File: config.mk
export PLATFORM = sky130hd
export DESIGN_NAME = lnk_inv_encoder
export DESIGN_NICKNAME = d
export VERILOG_FILES = /design/src/rtl/lnk_inv_pkg.sv /design/src/rtl/lnk_pair_classify.sv /design/src/rtl/lnk_ones_count.sv /design/src/rtl/lnk_pick.sv /design/src/rtl/lnk_inv_encoder.sv
export SDC_FILE = /design/constraint.sdc
export NUM_CORES = 1
export LEC_CHECK = 0
export BUFFER_PORTS_ARGS = -buffer_cell sky130_fd_sc_hd__buf_2
export CORE_UTILIZATION = 35
export DETAILED_ROUTE_END_ITERATION = 8
export PLACE_DENSITY_LB_ADDON = 0.05
export SYNTH_ARGS = -nofsm -noshare
export SYNTH_HDL_FRONTEND = slang
export SYNTH_SLANG_ARGS = --single-unit
File: constraint.sdc
create_clock -name clk -period 0.8 [get_ports clk]
set_input_delay 0.16 -clock clk [delete_from_list [all_inputs] [get_ports clk]]
set_output_delay 0.16 -clock clk [all_outputs]
set_load 0.02 [all_outputs]
File: src/rtl/lnk_inv_pkg.sv
package lnk_inv_pkg;

  typedef enum logic [1:0] {
    ACT_NONE = 2'b00,
    ACT_EVEN = 2'b01,
    ACT_ODD  = 2'b10,
    ACT_FULL = 2'b11
  } act_e;

  // Candidate slots, in tie-break priority order.
  localparam int NUM_CAND = 4;
  localparam int SLOT_NONE = 0;
  localparam int SLOT_ODD  = 1;
  localparam int SLOT_EVEN = 2;
  localparam int SLOT_FULL = 3;

endpackage

File: src/rtl/lnk_pair_classify.sv
module lnk_pair_classify #(
  parameter int DW = 8
) (
  input  logic [DW-1:0] ref_word,
  input  logic [DW-1:0] cand_word,
  output logic [DW-2:0] single_flag,
  output logic [DW-2:0] opposite_flag
);
  logic [DW-1:0] toggled;

  assign toggled = ref_word ^ cand_word;

  for (genvar p = 0; p < DW - 1; p++) begin : g_pair
    // One line of the pair moves, the other holds.
    assign single_flag[p]   = toggled[p] ^ toggled[p+1];
    // Both move and end up at different levels: they moved in opposite directions.
    assign opposite_flag[p] = toggled[p] & toggled[p+1] & (cand_word[p] ^ cand_word[p+1]);
  end
endmodule

File: src/rtl/lnk_ones_count.sv
module lnk_ones_count #(
  parameter int N  = 7,
  parameter int CW = $clog2(N + 1)
) (
  input  logic [N-1:0]  bits_in,
  output logic [CW-1:0] count
);
  always_comb begin
    count = '0;
    for (int i = 0; i < N; i++) begin
      count = count + CW'(bits_in[i]);
    end
  end
endmodule

File: src/rtl/lnk_pick.sv
module lnk_pick #(
  parameter int NC  = 4,
  parameter int CSW = 4,
  localparam int IW = $clog2(NC)
) (
  input  logic [CSW-1:0] cost [NC],
  output logic [IW-1:0]  win_idx,
  output logic [CSW-1:0] win_cost
);
  always_comb begin
    win_idx  = '0;
    win_cost = cost[0];
    // Strict comparison keeps the earlier slot on a tie.
    for (int k = 1; k < NC; k++) begin
      if (cost[k] < win_cost) begin
        win_idx  = IW'(k);
        win_cost = cost[k];
      end
    end
  end
endmodule

File: src/rtl/lnk_inv_encoder.sv
module lnk_inv_encoder
  import lnk_inv_pkg::*;
#(
  parameter int DW = 8
) (
  input  logic          clk,
  input  logic          rst_n,
  input  logic          in_valid,
  input  logic [DW-1:0] gray_in,
  output logic [DW-1:0] enc_data,
  output logic [1:0]    enc_code
);
  localparam int NPAIR = DW - 1;
  localparam int CNTW  = $clog2(NPAIR + 1);
  localparam int CSW   = CNTW + 1;
  localparam int IW    = $clog2(NUM_CAND);

  function automatic logic [DW-1:0] alt_mask(input logic odd_sel);
    logic [DW-1:0] m;
    for (int i = 0; i < DW; i++) m[i] = ((i % 2) == 1) == odd_sel;
    return m;
  endfunction

  localparam logic [DW-1:0] MASK_ODD  = alt_mask(1'b1);
  localparam logic [DW-1:0] MASK_EVEN = alt_mask(1'b0);

  // Reset: asserted at once, released through two flops.
  logic rst_s1, rst_q;
  always_ff @(posedge clk or negedge rst_n) begin
    if (!rst_n) begin
      rst_s1 <= 1'b0;
      rst_q  <= 1'b0;
    end else begin
      rst_s1 <= 1'b1;
      rst_q  <= rst_s1;
    end
  end

  logic [DW-1:0]  cand      [NUM_CAND];
  logic [1:0]     cand_code [NUM_CAND];
  logic [CSW-1:0] cost      [NUM_CAND];

  assign cand[SLOT_NONE] = gray_in;
  assign cand[SLOT_ODD]  = gray_in ^ MASK_ODD;
  assign cand[SLOT_EVEN] = gray_in ^ MASK_EVEN;
  assign cand[SLOT_FULL] = ~gray_in;

  assign cand_code[SLOT_NONE] = ACT_NONE;
  assign cand_code[SLOT_ODD]  = ACT_ODD;
  assign cand_code[SLOT_EVEN] = ACT_EVEN;
  assign cand_code[SLOT_FULL] = ACT_FULL;

  for (genvar k = 0; k < NUM_CAND; k++) begin : g_cand
    logic [NPAIR-1:0] f_single, f_opp;
    logic [CNTW-1:0]  n_single, n_opp;

    lnk_pair_classify #(.DW(DW)) u_cls (
      .ref_word      (enc_data),
      .cand_word     (cand[k]),
      .single_flag   (f_single),
      .opposite_flag (f_opp)
    );

    lnk_ones_count #(.N(NPAIR), .CW(CNTW)) u_cnt_single (
      .bits_in (f_single),
      .count   (n_single)
    );

    lnk_ones_count #(.N(NPAIR), .CW(CNTW)) u_cnt_opp (
      .bits_in (f_opp),
      .count   (n_opp)
    );

    // Weight 1 for a lone toggle, weight 2 for an opposing pair.
    assign cost[k] = CSW'(n_single) + {n_opp, 1'b0};
  end

  logic [IW-1:0]  sel;
  logic [CSW-1:0] sel_cost;

  lnk_pick #(.NC(NUM_CAND), .CSW(CSW)) u_pick (
    .cost     (cost),
    .win_idx  (sel),
    .win_cost (sel_cost)
  );

  // Next-state and register processes.
  logic [DW-1:0] data_nxt;
  logic [1:0]    code_nxt;

  always_comb begin
    data_nxt = enc_data;
    code_nxt = enc_code;
    if (in_valid) begin
      data_nxt = cand[sel];
      code_nxt = cand_code[sel];
    end
  end

  always_ff @(posedge clk or negedge rst_q) begin
    if (!rst_q) begin
      enc_data <= '0;
      enc_code <= ACT_NONE;
    end else if (in_valid) begin
      enc_data <= data_nxt;
      enc_code <= code_nxt;
    end
  end


  always_ff @(posedge clk) begin
    if (!rst_q) begin
      reset_clear_chk: assert (enc_data == '0 && enc_code == 2'b00);
    end
  end


  hold_idle_chk: assert property (@(posedge clk) disable iff (!rst_q)
    !in_valid |=> ($stable(enc_data) && $stable(enc_code)));

  // the driven word is the input with the coded mask applied
  code_mask_chk: assert property (@(posedge clk) disable iff (!rst_q)
    in_valid |=> ((enc_data ^ $past(gray_in)) ==
                  ((enc_code == 2'b10) ? MASK_ODD  :
                   (enc_code == 2'b01) ? MASK_EVEN :
                   (enc_code == 2'b11) ? {DW{1'b1}} : {DW{1'b0}})));


  for (genvar k = 0; k < NUM_CAND; k++) begin : g_min_chk
    min_cost_chk: assert property (@(posedge clk) disable iff (!rst_q)
      sel_cost <= cost[k]);
  end


  tie_none_chk: assert property (@(posedge clk) disable iff (!rst_q)
    (cost[SLOT_NONE] <= cost[SLOT_ODD] && cost[SLOT_NONE] <= cost[SLOT_EVEN] &&
     cost[SLOT_NONE] <= cost[SLOT_FULL]) |-> (sel == IW'(SLOT_NONE)));

endmodule

==> flow_summary.json, run 1 <==
{
  "outcome": "finished, violations left",
  "failed_checks": "negative setup slack",
  "yosysUniqueCellTypes": 36,
  "hpwl_um": 6280,
  "worst_setup_path_start_kind": "flop",
  "grt_pass1_vias": 2405,
  "synthTopCellsByArea": "ha_1 (29%), fa_1 (20%), dfrtp_1 (11%), xnor2_1 (7.1%), inv_1 (5.8%)",
  "die_h_um": 92.3,
  "detailedRoute.firstPassIterationCount": 4,
  "multi_input_comb_area_um2": 2600,
  "top_level_ports": 21,
  "length_of_routed_wiring_on_met1_um": 3330,
  "rows": 32,
  "pre_cts_ws_ns": -6.91,
  "setup-tns-final_ns": -71.32,
  "cts_max_level": 1,
  "yosysWarnings": 0,
  "cts.reportedPaths.clkPinSlew_ns": 0.06,
  "floorplan.die_area_um2": 8520,
  "dieWidth_um": 92.3,
  "worstPathRequired_ns": 0.95,
  "clock-root-buffer": "clkbuf_8",
  "finalHoldWorstSlack_ns": 0.146,
  "path_buf_inv": 6,
  "clk_path_buf_depth": 2,
  "maxCapViolations": 0,
  "worst_path_dominant_cell_family": "adder cells",
  "post_drt_via_cell_ratio": 4.56,
  "slew-limit-headroom_pct": 64.0,
  "hold_violations": 0,
  "diodes": 0,
  "timing.clock.skew_ns": 0.00103,
  "routed_met2_length_um": 3690,
  "grt_start_max_net_pins": 10,
  "fmax_mhz": 129,
  "synth-edff-count": 0,
  "drv_slew": 0,
  "syn_inst": 299,
  "cts_tree": "built",
  "crit_path_class": "flop to flop",
  "drt_wl_total_um": 7160,
  "fraction_of_final_layout_cells_sized_beyond_drive_strength_1_pct": 42.7,
  "route.antenna.remaining_nets": 0,
  "hold_path_class": "flop to asynchronous set/reset pin",
  "synth.cell_area_um2": 2850,
  "endpoint_kind": "flop",
  "regArea_um2": 304,
  "timing.final.crit_period_ns": 7.73,
  "met3WireLength_um": 89,
  "route.top_layer_used": "met4",
  "antenna_violations_before_repair": 0,
  "worst_path_largest_cell_delay_ns": 0.54,
  "globalRoute.totalOverflow": 0,
  "cell_at_the_slowest_stage_of_the_critical_path": "fa_2",
  "synth-main-ff-cell": "dfrtp_1",
  "cts-buffers-inserted": 3,
  "grt.total_usage_pct": 17.9,
  "synth_top_area_share_pct": 28.9,
  "starting_utilization_of_the_core_area_pct": 36.5,
  "global_route_wire_length_before_repair_um": 11600,
  "worst_skew_pair.late_latency_ns": 0.25,
  "first_iter_violations": 55,
  "tightestPinTransition_ns": 0.540,
  "route.detailed.wl_per_inst_um": 14.1,
  "synthesis.area_per_instance_um2": 9.54,
  "final_cycle_share_pct": 967,
  "num-fill-cells": 737,
  "syn_to_final_growth_pct": 47.1,
  "finalSetupViolCount": 20,
  "synth.yosys.seq_area_share_pct": 10.5,
  "yosys_register_bits": 12,
  "remaining_drc_errors": 0,
  "cts.sink_count": 12,
  "core_area_um2": 7810,
  "io_buffers": 20,
  "arrival_ns": 7.89,
  "critical_path_peak_fanout": 4,
  "synthesis.nets": 404,
  "dr_total_vias": 2313,
  "synth-async-reset-ratio_pct": 100,
  "gpl.final_weighted_congestion": 0.773,
  "post-route-worst-setup-slack_ns": -6.93,
  "synth_top_area_cell": "ha_1",
  "stdcell_area_um2": 4200,
  "grt_setup_unrepaired": "yes",
  "layout.nets": 511,
  "postPlaceCellArea_um2": 3830
}
## state kept, by name (all words and copies together), names as in the netlist
register / cells
enc_data: 8
enc_code: 2
rst_q: 1
rst_s1: 1
## layout make-up
cell class | instances | area share (%)
Clock buffer | 4 | 1.31
Sequential cell | 12 | 7.24
Timing Repair Buffer | 113 | 22.4
Multi-Input combinational cell | 231 | 62.0
Tap cell | 102 | 3.04
Inverter | 45 | 4.02
## layout by cell type (no fill, tap or decap), types with 3 or more instances in the layout
master and n:
buf_4 82, ha_1 53, inv_1 36, fa_1 26, nand2_1 24, buf_6 17
xnor2_1 15, and2_1 12, xor2_1 11, o21a_1 11, buf_2 10, dfrtp_1 9
inv_2 8, xnor2_2 7, nor2_1 7, ha_4 7, ha_2 6, nor3_1 5
o31ai_1 5, clkbuf_8 4, nand2b_1 3, o31ai_2 3, dfrtp_2 3
## synthesized netlist by cell type (all sizes together), types with 8 or more instances
master and number:
ha 66, and2 12, dfrtp 12, nor3 9, o31ai 8, xor2 12
fa 28, inv 44, nand2 25, o21a 11, xnor2 23, clkbuf 10
## metal layers
metal | track usage (%) | vias to the layer above
met3 | 1.49 | 5
met4 | 2.73 | 0
li1 | - | 1193
met5 | 0 | -
met1 | 22.9 | 1093
met2 | 33.2 | 22
## per-stage QoR
stage	instances	utilization (%)
5_1_grt	507	53.8
4_1_cts	502	52.0
3_5_place_dp	488	49.0
3_3_place_gp	488	49.0
6_report	507	53.8
2_1_floorplan	299	-
## repair_timing
| item | in CTS | in global routing |
|---|---|---|
| hold buffers | 1 | 0 |
| pin swaps | 4 | 8 |
| resized for setup | 26 | 19 |
| setup buffers | 8 | 4 |
| setup endpoints to repair | 20 | 20 |
| cloned | 1 | 1 |
| endpoints found under the hold margin | 2 | 0 |
## cells by family (layout without fill, tap and decap cells)
kind of cell    Yosys count  in the layout  synth area share, %
buf+inv                  56            162                 7.63
mux                       4              4                 1.49
simple gates             64             64                 11.2
other cells               1              1                0.131
fa+ha+maj                94             94                 48.6
flops                    12             12                 10.5
xor+xnor                 35             35                 10.7
compound gates           33             33                 9.69
## worst paths after layout
check,start,endpoint,slack [ns],depth (start not counted)
min reg2reg,rst_q,enc_data[3],0.15,1
max reg2reg,enc_data[1],enc_data[5],-6.93,31
max in group asynchronous,rst_n,rst_q,0.48,2
max,enc_data[1],enc_data[5],-6.93,31
min,rst_q,enc_data[3],0.15,1
min in group clk,in_valid,enc_code[0],0.20,3
Power of run 1 is left out: the tool's default activity adds up to more than one toggle a clock period on the data nets, which glitch-free logic cannot reach.
==> inputs of run 2 (changes only) <==
Settings changed: CORE_MARGIN set to 4.
==> run 2 against run 1 <==
Compared with the run above: the run still ends with negative setup slack left; utilization shrank 0.26 points; die area grew 13%; highest routed layer unchanged; sequential cell count is the same; critical path type unchanged; largest cell class unchanged; first-iteration DRC count shrank 35%.
==> flow_summary.json, run 2 (same netlist as run 1, synthesis figures left out) <==
{
  "outcome": "finished, violations left",
  "failed_checks": "negative setup slack",
  "route.detailed.wl_per_inst_um": 13.7,
  "layout.nets": 511,
  "fraction_of_final_layout_cells_sized_beyond_drive_strength_1_pct": 42.0,
  "pre_cts_ws_ns": -6.91,
  "dieWidth_um": 98.3,
  "clk_path_buf_depth": 2,
  "gpl.final_weighted_congestion": 0.844,
  "global_route_wire_length_before_repair_um": 12300,
  "starting_utilization_of_the_core_area_pct": 36.5,
  "grt_setup_unrepaired": "yes",
  "post-route-worst-setup-slack_ns": -6.78,
  "clock-root-buffer": "clkbuf_8",
  "grt_pass1_vias": 2631,
  "syn_to_final_growth_pct": 46.4,
  "finalHoldWorstSlack_ns": 0.159,
  "worst_skew_pair.late_latency_ns": 0.25,
  "floorplan.die_area_um2": 9660,
  "post_drt_via_cell_ratio": 4.58,
  "setup-tns-final_ns": -69.58,
  "tightestPinTransition_ns": 0.573,
  "hold_violations": 0,
  "die_h_um": 98.3,
  "io_buffers": 20,
  "hpwl_um": 6220,
  "timing.clock.skew_ns": 0.00518,
  "worstPathRequired_ns": 0.94,
  "maxCapViolations": 0,
  "postPlaceCellArea_um2": 3820,
  "timing.final.crit_period_ns": 7.58,
  "first_iter_violations": 36,
  "core_area_um2": 7810,
  "cts-buffers-inserted": 3,
  "critical_path.most_common_cell": "ha_4",
  "hold_path_class": "flop to asynchronous set/reset pin",
  "rows": 32,
  "cts.sink_count": 12,
  "globalRoute.totalOverflow": 0,
  "drv_slew": 0,
  "diodes": 0,
  "fmax_mhz": 132,
  "path_buf_inv": 8,
  "dr_total_vias": 2323,
  "stdcell_area_um2": 4180,
  "arrival_ns": 7.71,
  "cell_at_the_slowest_stage_of_the_critical_path": "fa_1",
  "detailedRoute.firstPassIterationCount": 4,
  "grt_start_max_net_pins": 11,
  "worst_path_dominant_cell_family": "adder cells",
  "slew-limit-headroom_pct": 61.8,
  "remaining_drc_errors": 0,
  "crit_path_class": "flop to flop",
  "antenna_violations_before_repair": 0,
  "worst_path_largest_cell_delay_ns": 0.51,
  "layout_top_registers": "enc_data x8, enc_code x2",
  "cts_max_level": 1,
  "endpoint_kind": "flop",
  "final_cycle_share_pct": 947,
  "layout.cells.most_common": "buf_4",
  "finalSetupViolCount": 20,
  "cts.reportedPaths.clkPinSlew_ns": 0.06,
  "register_to_register_setup_slack_ns": -6.78,
  "grt.total_usage_pct": 15.7,
  "registers.top_by_ff_count": "enc_data",
  "largest_reg_flops": 8,
  "route.antenna.remaining_nets": 0,
  "worst_setup_path_start_kind": "flop",
  "critical_path_peak_fanout": 8,
  "cts_tree": "built",
  "top_level_ports": 21,
  "final_cell_mix": "buf_4 (81), ha_1 (52), inv_1 (38)",
  "drt_wl_total_um": 6920
}
## run 2: worst paths after layout
kind                                   from          end  cells past startpoint
min in group clk                   in_valid  enc_code[0]                      3
worst min register to register        rst_q  enc_code[1]                      1
worst max register to register  enc_data[1]  enc_data[5]                     35
worst max-delay path            enc_data[1]  enc_data[5]                     35
max in group asynchronous             rst_q  enc_data[2]                      1
worst min-delay path                  rst_q  enc_code[1]                      1
## run 2: worst reg2reg max path: cells and delay by family (launching register included)
family / cells / cell delay [ns]
and+or+nand+nor: 5 / 0.99
AOI/OAI and AO/OA: 6 / 1.05
muxes: 2 / 0.54
buffers and inverters: 8 / 0.68
xor gates and xnor gates: 3 / 0.48
DFF: 1 / 0.45
adders and majority gates: 11 / 3.28
## run 2: final cells by class
cell class / instances / area (um2)
clock buffer: 4 / 55.1
fill: 735 / 3630
inverter: 45 / 171
multi-input combinational: 231 / 2600
sequential: 12 / 304
tap: 102 / 128
timing repair buffer: 113 / 917
## run 2: through the flow
stage	instances	utilization, %
2_1_floorplan	299	-
3_3_place_gp	487	48.9
3_5_place_dp	487	48.9
4_1_cts	504	52.4
5_1_grt	507	53.5
6_report	507	53.5
## run 2: timing repair
| action | CTS | global route |
|---|---|---|
| setup buffers | 12 | 3 |
| endpoints found under the hold margin | 2 | 0 |
| pin swaps | 12 | 15 |
| hold buffers | 1 | 0 |
| gates resized for setup | 33 | 12 |
| setup endpoints to repair | 20 | 20 |
## run 2: layer usage
metal | vias up | routed length [um] | GRT usage [%]
met1 | 1097 | 3230 | 19.9
li1 | 1197 | - | -
met3 | 9 | 65 | 1.43
met4 | 0 | 116 | 3.78
met2 | 20 | 3510 | 28.7
met5 | - | 0 | 0
Power of run 2 is left out for the same reason.
